`src/rtl/sp_pkg.sv`:
```
package sp_pkg;
  localparam int BYTE_W = 8;
  localparam int BIT_IDX_W = $clog2(BYTE_W);
  typedef logic [BYTE_W-1:0] byte_t;
endpackage

```
`src/rtl/sp_fifo.sv`:
```
// Elastic byte store. DEPTH must be a power of two; storage has no reset
// and a registered read so that block RAM can be inferred.
module sp_fifo #(
  parameter int DEPTH = 64,
  localparam int AW = $clog2(DEPTH)
) (
  input  logic           clk,
  input  logic           rst,
  input  logic           push,
  input  sp_pkg::byte_t  din,
  input  logic           pop,
  output sp_pkg::byte_t  dout,
  output logic [AW:0]    count,
  output logic           full,
  output logic           empty
);
  sp_pkg::byte_t mem [DEPTH];
  logic [AW-1:0] wp, rp;
  logic wr_ok, rd_ok;

  assign full  = (count == (AW+1)'(DEPTH));
  assign empty = (count == '0);
  assign wr_ok = push && !full;
  assign rd_ok = pop && !empty;

  always_ff @(posedge clk) begin
    if (wr_ok) mem[wp] <= din;
    if (rd_ok) dout <= mem[rp];
  end

  always_ff @(posedge clk) begin
    if (rst) begin
      wp <= '0;
      rp <= '0;
      count <= '0;
    end else begin
      if (wr_ok) wp <= wp + 1'b1;
      if (rd_ok) rp <= rp + 1'b1;
      unique case ({wr_ok, rd_ok})
        2'b10:   count <= count + 1'b1;
        2'b01:   count <= count - 1'b1;
        default: count <= count;
      endcase
    end
  end
endmodule

```
`src/rtl/sp_nco.sv`:
```
// Phase accumulator; the carry out is registered as a one-cycle tick.
module sp_nco #(
  parameter int ACC_W = 24
) (
  input  logic             clk,
  input  logic             rst,
  input  logic             en,
  input  logic [ACC_W-1:0] inc,
  output logic             tick
);
  logic [ACC_W-1:0] acc;
  logic [ACC_W:0]   sum;

  assign sum = {1'b0, acc} + {1'b0, inc};

  always_ff @(posedge clk) begin
    if (rst) begin
      acc  <= '0;
      tick <= 1'b0;
    end else if (en) begin
      acc  <= sum[ACC_W-1:0];
      tick <= sum[ACC_W];
    end else begin
      tick <= 1'b0;
    end
  end
endmodule

```
`src/rtl/sp_serializer.sv`:
```
// Each tick toggles the bit clock; on its rising half a new bit is shown.
// One byte is prefetched from the FIFO ahead of the load point.
module sp_serializer #(
  parameter sp_pkg::byte_t IDLE = 8'hFF
) (
  input  logic           clk,
  input  logic           rst,
  input  logic           started,
  input  logic           tick,
  input  logic           fifo_empty,
  input  sp_pkg::byte_t  fifo_dout,
  output logic           fifo_pop,
  output logic           sclk,
  output logic           sdat,
  output logic           underflow
);
  import sp_pkg::*;
  byte_t nxt, shreg;
  logic nxt_ok, inflight;
  logic [BIT_IDX_W-1:0] bidx;

  assign fifo_pop = started && !nxt_ok && !inflight && !fifo_empty;

  always_ff @(posedge clk) begin
    if (rst) begin
      nxt <= '0;
      shreg <= '0;
      nxt_ok <= 1'b0;
      inflight <= 1'b0;
      bidx <= '0;
      sclk <= 1'b0;
      sdat <= 1'b0;
      underflow <= 1'b0;
    end else begin
      underflow <= 1'b0;
      inflight <= fifo_pop;
      if (tick) begin
        sclk <= ~sclk;
        if (!sclk) begin
          if (bidx == '0) begin
            if (nxt_ok) begin
              sdat <= nxt[BYTE_W-1];
              shreg <= {nxt[BYTE_W-2:0], 1'b0};
              nxt_ok <= 1'b0;
            end else begin
              sdat <= IDLE[BYTE_W-1];
              shreg <= {IDLE[BYTE_W-2:0], 1'b0};
              underflow <= 1'b1;
            end
          end else begin
            sdat <= shreg[BYTE_W-1];
            shreg <= {shreg[BYTE_W-2:0], 1'b0};
          end
          bidx <= (bidx == BIT_IDX_W'(BYTE_W-1)) ? '0 : bidx + 1'b1;
        end
      end
      if (inflight) begin
        nxt <= fifo_dout;
        nxt_ok <= 1'b1;
      end
    end
  end
endmodule

```
`src/rtl/sp_deserializer.sv`:
```
// Synchronises an external clock/data pair and packs bits MSB first.
module sp_deserializer #(
  parameter int SYNC = 2
) (
  input  logic           clk,
  input  logic           rst,
  input  logic           ext_clk,
  input  logic           ext_dat,
  output logic           vld,
  output sp_pkg::byte_t  byte_o
);
  import sp_pkg::*;
  logic [SYNC-1:0] cs, ds;
  logic prev;
  logic rise;
  byte_t sh;
  logic [BIT_IDX_W-1:0] cnt;

  assign rise = cs[SYNC-1] && !prev;

  always_ff @(posedge clk) begin
    if (rst) begin
      cs <= '0;
      ds <= '0;
      prev <= 1'b0;
      sh <= '0;
      cnt <= '0;
      vld <= 1'b0;
      byte_o <= '0;
    end else begin
      cs <= {cs[SYNC-2:0], ext_clk};
      ds <= {ds[SYNC-2:0], ext_dat};
      prev <= cs[SYNC-1];
      vld <= 1'b0;
      if (rise) begin
        sh <= {sh[BYTE_W-2:0], ds[SYNC-1]};
        cnt <= cnt + 1'b1;
        if (cnt == BIT_IDX_W'(BYTE_W-1)) begin
          byte_o <= {sh[BYTE_W-2:0], ds[SYNC-1]};
          vld <= 1'b1;
        end
      end
    end
  end
endmodule

```
`src/rtl/stream_port.sv`:
```
module stream_port #(
  parameter int DEPTH = 64,
  parameter int ACC_W = 24,
  parameter int SYNC = 2,
  parameter logic [7:0] IDLE = 8'hFF,
  localparam int AW = $clog2(DEPTH)
) (
  input  logic             clk,
  input  logic             rst,
  input  logic             rate_wr,
  input  logic [ACC_W-1:0] rate_wdata,
  input  logic             bypass,
  input  logic             status_clr,
  input  logic             core_rx_vld,
  input  logic             core_rx_bit,
  output logic             rx_clk_o,
  output logic             rx_dat_o,
  input  logic             tx_clk_i,
  input  logic             tx_dat_i,
  output logic             core_tx_vld,
  output logic [7:0]       core_tx_byte,
  output logic             ovf_o,
  output logic             udf_o
);
  import sp_pkg::*;
  localparam logic [AW:0] HALF = (AW+1)'(DEPTH / 2);

  logic [ACC_W-1:0] rate_q;
  logic started_q;
  byte_t asm_q, push_byte;
  logic [BIT_IDX_W-1:0] acnt;
  logic fifo_push, fifo_pop, fifo_full, fifo_empty;
  byte_t fifo_dout;
  logic [AW:0] fifo_count;
  logic tick, ser_clk, ser_dat, ser_udf;

  // Rate word: accepted only while reset is held.
  always_ff @(posedge clk) begin
    if (rst && rate_wr) rate_q <= rate_wdata;
  end

  // Bit-to-byte packing of the core receive stream.
  always_ff @(posedge clk) begin
    if (rst) begin
      asm_q <= '0;
      acnt <= '0;
      fifo_push <= 1'b0;
      push_byte <= '0;
    end else begin
      fifo_push <= 1'b0;
      if (core_rx_vld && !bypass) begin
        asm_q <= {asm_q[BYTE_W-2:0], core_rx_bit};
        acnt <= acnt + 1'b1;
        if (acnt == BIT_IDX_W'(BYTE_W-1)) begin
          fifo_push <= 1'b1;
          push_byte <= {asm_q[BYTE_W-2:0], core_rx_bit};
        end
      end
    end
  end

  always_ff @(posedge clk) begin
    if (rst) started_q <= 1'b0;
    else if (!bypass && fifo_count >= HALF) started_q <= 1'b1;
  end

  sp_fifo #(.DEPTH(DEPTH)) u_fifo (
    .clk(clk), .rst(rst), .push(fifo_push), .din(push_byte),
    .pop(fifo_pop), .dout(fifo_dout), .count(fifo_count),
    .full(fifo_full), .empty(fifo_empty)
  );

  sp_nco #(.ACC_W(ACC_W)) u_nco (
    .clk(clk), .rst(rst), .en(started_q), .inc(rate_q), .tick(tick)
  );

  sp_serializer #(.IDLE(IDLE)) u_ser (
    .clk(clk), .rst(rst), .started(started_q), .tick(tick),
    .fifo_empty(fifo_empty), .fifo_dout(fifo_dout), .fifo_pop(fifo_pop),
    .sclk(ser_clk), .sdat(ser_dat), .underflow(ser_udf)
  );

  sp_deserializer #(.SYNC(SYNC)) u_des (
    .clk(clk), .rst(rst), .ext_clk(tx_clk_i), .ext_dat(tx_dat_i),
    .vld(core_tx_vld), .byte_o(core_tx_byte)
  );

  // Output select and sticky flags.
  always_ff @(posedge clk) begin
    if (rst) begin
      rx_clk_o <= 1'b0;
      rx_dat_o <= 1'b0;
      ovf_o <= 1'b0;
      udf_o <= 1'b0;
    end else begin
      if (bypass) begin
        rx_clk_o <= core_rx_vld;
        if (core_rx_vld) rx_dat_o <= core_rx_bit;
      end else begin
        rx_clk_o <= ser_clk;
        rx_dat_o <= ser_dat;
      end
      if (status_clr) begin
        ovf_o <= 1'b0;
        udf_o <= 1'b0;
      end else begin
        if (fifo_push && fifo_full) ovf_o <= 1'b1;
        if (ser_udf) udf_o <= 1'b1;
      end
    end
  end
endmodule

```
`config.mk`:
```
export PLATFORM = sky130hd
export DESIGN_NAME = stream_port
export DESIGN_NICKNAME = d
export VERILOG_FILES = /design/src/rtl/sp_pkg.sv /design/src/rtl/sp_fifo.sv /design/src/rtl/sp_nco.sv /design/src/rtl/sp_serializer.sv /design/src/rtl/sp_deserializer.sv /design/src/rtl/stream_port.sv
export SDC_FILE = /design/constraint.sdc
export NUM_CORES = 1
export LEC_CHECK = 0
export BUFFER_PORTS_ARGS = -buffer_cell sky130_fd_sc_hd__buf_2
export CAP_MARGIN = 20
export CORE_MARGIN = 2
export CORE_UTILIZATION = 43
export DETAILED_ROUTE_END_ITERATION = 12
export PLACE_DENSITY = 0.57
export SLEW_MARGIN = 10
export SYNTH_ARGS = -nofsm -noshare
export SYNTH_HDL_FRONTEND = slang
export SYNTH_SLANG_ARGS = --single-unit
export TNS_END_PERCENT = 5
```
`constraint.sdc`:
```
create_clock -name clk -period 8.2 [get_ports clk]
set_input_delay 1.64 -clock clk [delete_from_list [all_inputs] [get_ports clk]]
set_output_delay 1.64 -clock clk [all_outputs]
set_load 0.005 [all_outputs]
```
==> impl_metrics.ini, run 1 <==
[outcome]
status = complete, no violations

[power_and_ir_drop]
pwr-share-clk_pct = 45.3
power.density_mw_per_mm2 = 223
p_sw_mw = 1.31
peakVddDrop_v = 0.000114
combPwrFrac_pct = 0.9
p_sw_share_pct = 19.7
total_power_mw = 6.68
p_seq_share_pct = 53.8
internal_power_mw = 5.36
power.leakage_nw = 8.74

[worst_setup_path]
cp_data_arrival_time_ps = 4520
end_kind = flip-flop
crit_required_ps = 8630
cp-start-kind = flip-flop
crit_fanout = 25
path_class = flip-flop to flip-flop
r2r_cells = 10

[detailed_routing]
drcViolationCount = 0
wirelength_mm = 59.8
drt_iter0_drc = 1310
wl_per_cell_um = 23.0
vias = 14500
drtAntennaViolNets = 0
vias_per_cell = 5.59
dr.pass1.iters = 5

[hold_path]
hold_depth = 2
hold_class = flip-flop to flip-flop

[clocking]
clock_latency_ps = 610
tritoncts = done
clk_path_buf_depth = 3
post_cts_buffers = 0
htree_levels = 3
cts_buffers = 71
cts.clk_slew.worst_paths_ps = 60
ctsResizeCount = 0
cts_sinks = 659
clockRootBuffer = clkbuf_16
hold_buffers = 0

[placed_design]
portBuffers = 45
place_ws_ps = 4060
hpwlAfterDp_mm = 36.2
dp_cells = 2471
gp_congestion = 0.811
dpl_cell_area_mm2 = 0.0277

[timing]
slew_headroom_pct = 30.2
finalCritPeriodShare_pct = 49.8
slew_viol_final = 0
fin_hold_ws_ps = 450
setup_violations = 0
period_needed_ps = 4080
worst_slack_ps = 4120
rsz0062_at_grt = no
fmax_mhz = 245
hold_viol = 0
worst_pin_slew_ps = 1040
fin_skew_ps = 19.6
setup_tns_ps = 0

[synth]
synth_edf_count = 544
netlist_instances = 1666
synthTopCellsByCount = edfxtp_1, nor2_1, nand2_1
ys_types = 68
synthFlopType = edfxtp_1
yosys.cell_count.top_type = edfxtp_1
netlist_area_mm2 = 0.0267
yosysWarnings = 0
synthArstFlopShare_pct = 0
synth_area_leaders = edfxtp_1, mux4_2, dfxtp_1, mux2i_1, nor2_1
synth.top_cell.area_share_pct = 61.1
synth_nets = 1740
syn_area_per_cell_um2 = 16.0
seq_area_frac_synth_pct = 69.7
synth_seq_cells = 659
yosysTopAreaCell = edfxtp_1

[die]
die_area_mm2 = 0.0642
die_h_um = 253
rows = 91
start_util_pct = 43.4
num_io_pins = 46
die_width_um = 253
coreArea_mm2 = 0.0616

[grt]
grt.total_usage_pct = 18.9
antenna_found_initial = 0
grt_overflow = 0
grt_max_degree = 98
grt_pass1_vias = 14500
grt_pass1_wl_mm = 90.1

[finish]
seqCellArea_mm2 = 0.0187
n_antenna_cell = 0
num-fill-cells = 5216
multiInputGateArea_mm2 = 0.00758
finish.net_count = 1783
final_core_util_pct = 48.5
final_design_area_no_fill_mm2 = 0.0299
area_delta_synth_final_pct = 11.8
drive_gt1_share_pct = 16.2
fin_cells = 2600

[job]
cap_violations = 0
## flip-flops by register name (all words and copies together), names as in the netlist, 2 cells and up
signal	cells
u_des.ds	2
u_ser.nxt	8
u_fifo.count	7
u_ser.bidx	3
u_fifo.wp	6
u_fifo.rp	6
u_fifo.mem	512
rate_q	24
u_nco.acc	24
u_des.cnt	3
u_des.cs	2
acnt	3
u_fifo.dout	8
u_des.byte_o	8
push_byte	8
asm_q	7
u_des.sh	7
u_ser.shreg	7
## critical path: stages (launching register included)
cell and delay, ps:
dfxtp_1 930, or3b_1 430, a41oi_2 740, ha_1 500, ha_1 300, a21o_1 170
a21o_1 190, a21o_1 180, a21oi_1 180, mux2i_1 190, o21ai_0 90
## routing by layer
layer,global-route usage (%),vias up,routed length [um]
met5,0,-,0
met1,26.2,7422,26800
met2,30.5,421,28200
met3,3.63,96,3480
li1,-,6594,-
met4,5.27,0,1320
## cells in the final DEF, fill, tap and decap left out, drive strengths merged, types with 16 or more instances in the layout
master  synthesis  final
edfxtp        544    544
nor2          136    136
nand2         119    119
dfxtp         115    115
mux4          112    112
clkbuf         54    103
mux2i          95     95
a21oi          92     92
buf            41     65
o21ai          51     51
ha             39     39
nand3          33     33
a211oi         19     19
nor2b          19     19
o211ai         16     16
xnor2          16     16
## cells by family after synthesis
logic type	share of synthesized area, %
AND/OR/NAND/NOR	6.44
multiplexers	13.2
AO/OA/AOI/OAI	5.94
XOR/XNOR	0.819
flip-flops	69.7
adder cells (fa/ha/maj)	1.98
buffers and inverters	1.87
## power groups by stage
stage / Sequential [mW] / Combinational [mW] / Clock, mW
5_1_grt: 3.59 / 0.0685 / 3.21
2_1_floorplan: 3.66 / 0.0407 / 0
6_report: 3.59 / 0.0610 / 3.02
4_1_cts: 3.59 / 0.0604 / 3.09
3_5_place_dp: 3.66 / 0.0603 / 0
3_3_place_gp: 3.66 / 0.0592 / 0
## final timing paths
check / start / to / slack (ps)
worst min-delay path: u_des.byte_o[0]$_SDFFE_PP0P_ / u_des.byte_o[0]$_SDFFE_PP0P_ / 450
worst max register to register: started_q$_SDFFE_PP0P_ / u_fifo.count[5]$_SDFFE_PP0P_ / 4120
worst max-delay path: started_q$_SDFFE_PP0P_ / u_fifo.count[5]$_SDFFE_PP0P_ / 4120
worst min register to register: u_des.byte_o[0]$_SDFFE_PP0P_ / u_des.byte_o[0]$_SDFFE_PP0P_ / 450
## final cells by class
| class | instances | area share (%) |
|---|---|---|
| repair buffers | 65 | 1.33 |
| inverters | 8 | 0.100 |
| well taps | 837 | 3.50 |
| clock inverters | 24 | 0.691 |
| clock buffers | 103 | 6.55 |
| multi-input cells | 904 | 25.4 |
| flip-flops and latches | 659 | 62.4 |
No activity file was read; power rests on OpenSTA's default activity.
==> run 2: changes to the inputs <==
Clock period 8.2 ns to 3.9 ns, I/O delays scaled along.
==> run 2 against run 1 <==
Compared with the run above: sequential power increased by 110%; maximum frequency increased by 32%; sequential cell count unchanged; clock-buffer cell count decreased by 6; largest power group unchanged; highest routed layer is now met5.
==> impl_metrics.ini, run 2 (synthesized netlist as in run 1, its figures left out) <==
[clocking]
post_cts_buffers = 0
tritoncts = done
ctsResizeCount = 0
htree_levels = 3
cts.clk_slew.worst_paths_ps = 60
hold_buffers = 0
clk_path_buf_depth = 3
cts_sinks = 659
cts_buffers = 71
clock_latency_ps = 610
clockRootBuffer = clkbuf_16

[die]
num_io_pins = 46
rows = 91
coreArea_mm2 = 0.0616
die_h_um = 253
start_util_pct = 43.4
die_area_mm2 = 0.0642
die_width_um = 253

[job]
cap_violations = 0

[finish]
final_core_util_pct = 49.2
top_regs = u_fifo.mem x512, rate_q x24, u_nco.acc x24
final_common_cell = edfxtp_1
final_design_area_no_fill_mm2 = 0.0303
fin_cells = 2644
drive_gt1_share_pct = 18.1
n_antenna_cell = 0
largest_reg_flops = 512
top_register = u_fifo.mem
area_delta_synth_final_pct = 13.5
finish.net_count = 1824
layout_common_cells = edfxtp_1, nor2_1, nand2_1, dfxtp_1, mux4_2

[worst_setup_path]
cp-start-kind = flip-flop
crit_fanout = 8
crit_required_ps = 4130
cp_data_arrival_time_ps = 3320
path_class = flip-flop to flip-flop
end_kind = flip-flop

[timing]
setup_violations = 0
worst_pin_slew_ps = 1070
fin_skew_ps = 23.5
fmax_mhz = 324
rsz0062_at_grt = no
finalCritPeriodShare_pct = 79.2
hold_viol = 0
slew_viol_final = 0
slew_headroom_pct = 28.6
worst_slack_ps = 810
setup_tns_ps = 0
period_needed_ps = 3090
fin_hold_ws_ps = 340

[power_and_ir_drop]
total_power_mw = 14.1
peakVddDrop_v = 0.000288
power.leakage_nw = 9.08
power.density_mw_per_mm2 = 466

[outcome]
status = complete, no violations

[hold_path]
hold_class = input port to flip-flop

[grt]
grt.total_usage_pct = 19.1
grt_overflow = 0
grt_pass1_vias = 14800
antenna_found_initial = 2
grt_max_degree = 94
grt_pass1_wl_mm = 91.4

[detailed_routing]
vias = 14600
drt_iter0_drc = 1219
wl_per_cell_um = 22.8
vias_per_cell = 5.53
wirelength_mm = 60.3
dr.pass1.iters = 5
drtAntennaViolNets = 0
drcViolationCount = 0

[placed_design]
place_ws_ps = 868
hpwlAfterDp_mm = 38.2
portBuffers = 45
gp_congestion = 0.817
dpl_cell_area_mm2 = 0.0281
dp_cells = 2513
==> run 2: cell types whose count changed in the layout (fill, tap and decap cells not counted), sizes merged <==
| cell | before | now |
|---|---|---|
| clkbuf | 103 | 97 |
| buf | 65 | 106 |
| clkinvlp | 1 | 2 |
| inv | 13 | 9 |
| clkinv | 15 | 27 |
==> run 2: final cells by class <==
class,count,area (um2)
fill,5190,31300
sequential,659,18700
multi-input combinational,904,7580
clock buffer,97,2000
tap,837,1050
timing repair buffer,106,768
clock inverter,33,240
inverter,8,30.0
==> run 2: path summary, 6_finish.rpt <==
| kind | from | endpoint | slack (ps) | depth (start not counted) |
|---|---|---|---|---|
| setup reg to reg | u_fifo.count[0]$_SDFFE_PP0P_ | u_fifo.mem[59][0]$_DFFE_PP_ | 810 | 6 |
| hold reg to reg | u_des.byte_o[3]$_SDFFE_PP0P_ | u_des.byte_o[3]$_SDFFE_PP0P_ | 450 | 2 |
| setup / recovery | u_fifo.count[0]$_SDFFE_PP0P_ | u_fifo.mem[59][0]$_DFFE_PP_ | 810 | 6 |
| hold / removal | rate_wdata[12] | rate_q[12]$_DFFE_PP_ | 340 | 1 |
==> run 2: worst max-delay path: stages, from the launching register on <==
cell,delay [ps]
dfxtp_1,430
nor2_1,130
a41oi_2,350
inv_1,130
nor2_1,300
nand3_1,580
nor2_1,800
==> run 2: metal layers <==
layer | wire length [um] | part of all wire (%) | up-vias | track usage, %
met4 | 1820 | 3.0 | 2 | 6.63
met5 | 13 | 0.022 | - | 0
li1 | - | - | 6678 | -
met1 | 26600 | 44 | 7480 | 26.1
met2 | 28600 | 48 | 354 | 30.8
met3 | 3160 | 5.2 | 114 | 3.68
==> run 2: power by group <==
group | internal (mW) | switching (mW)
combinational | 0.0472 | 0.0833
sequential | 7.54 | 0.0122
clock | 3.79 | 2.66
total | 11.4 | 2.75
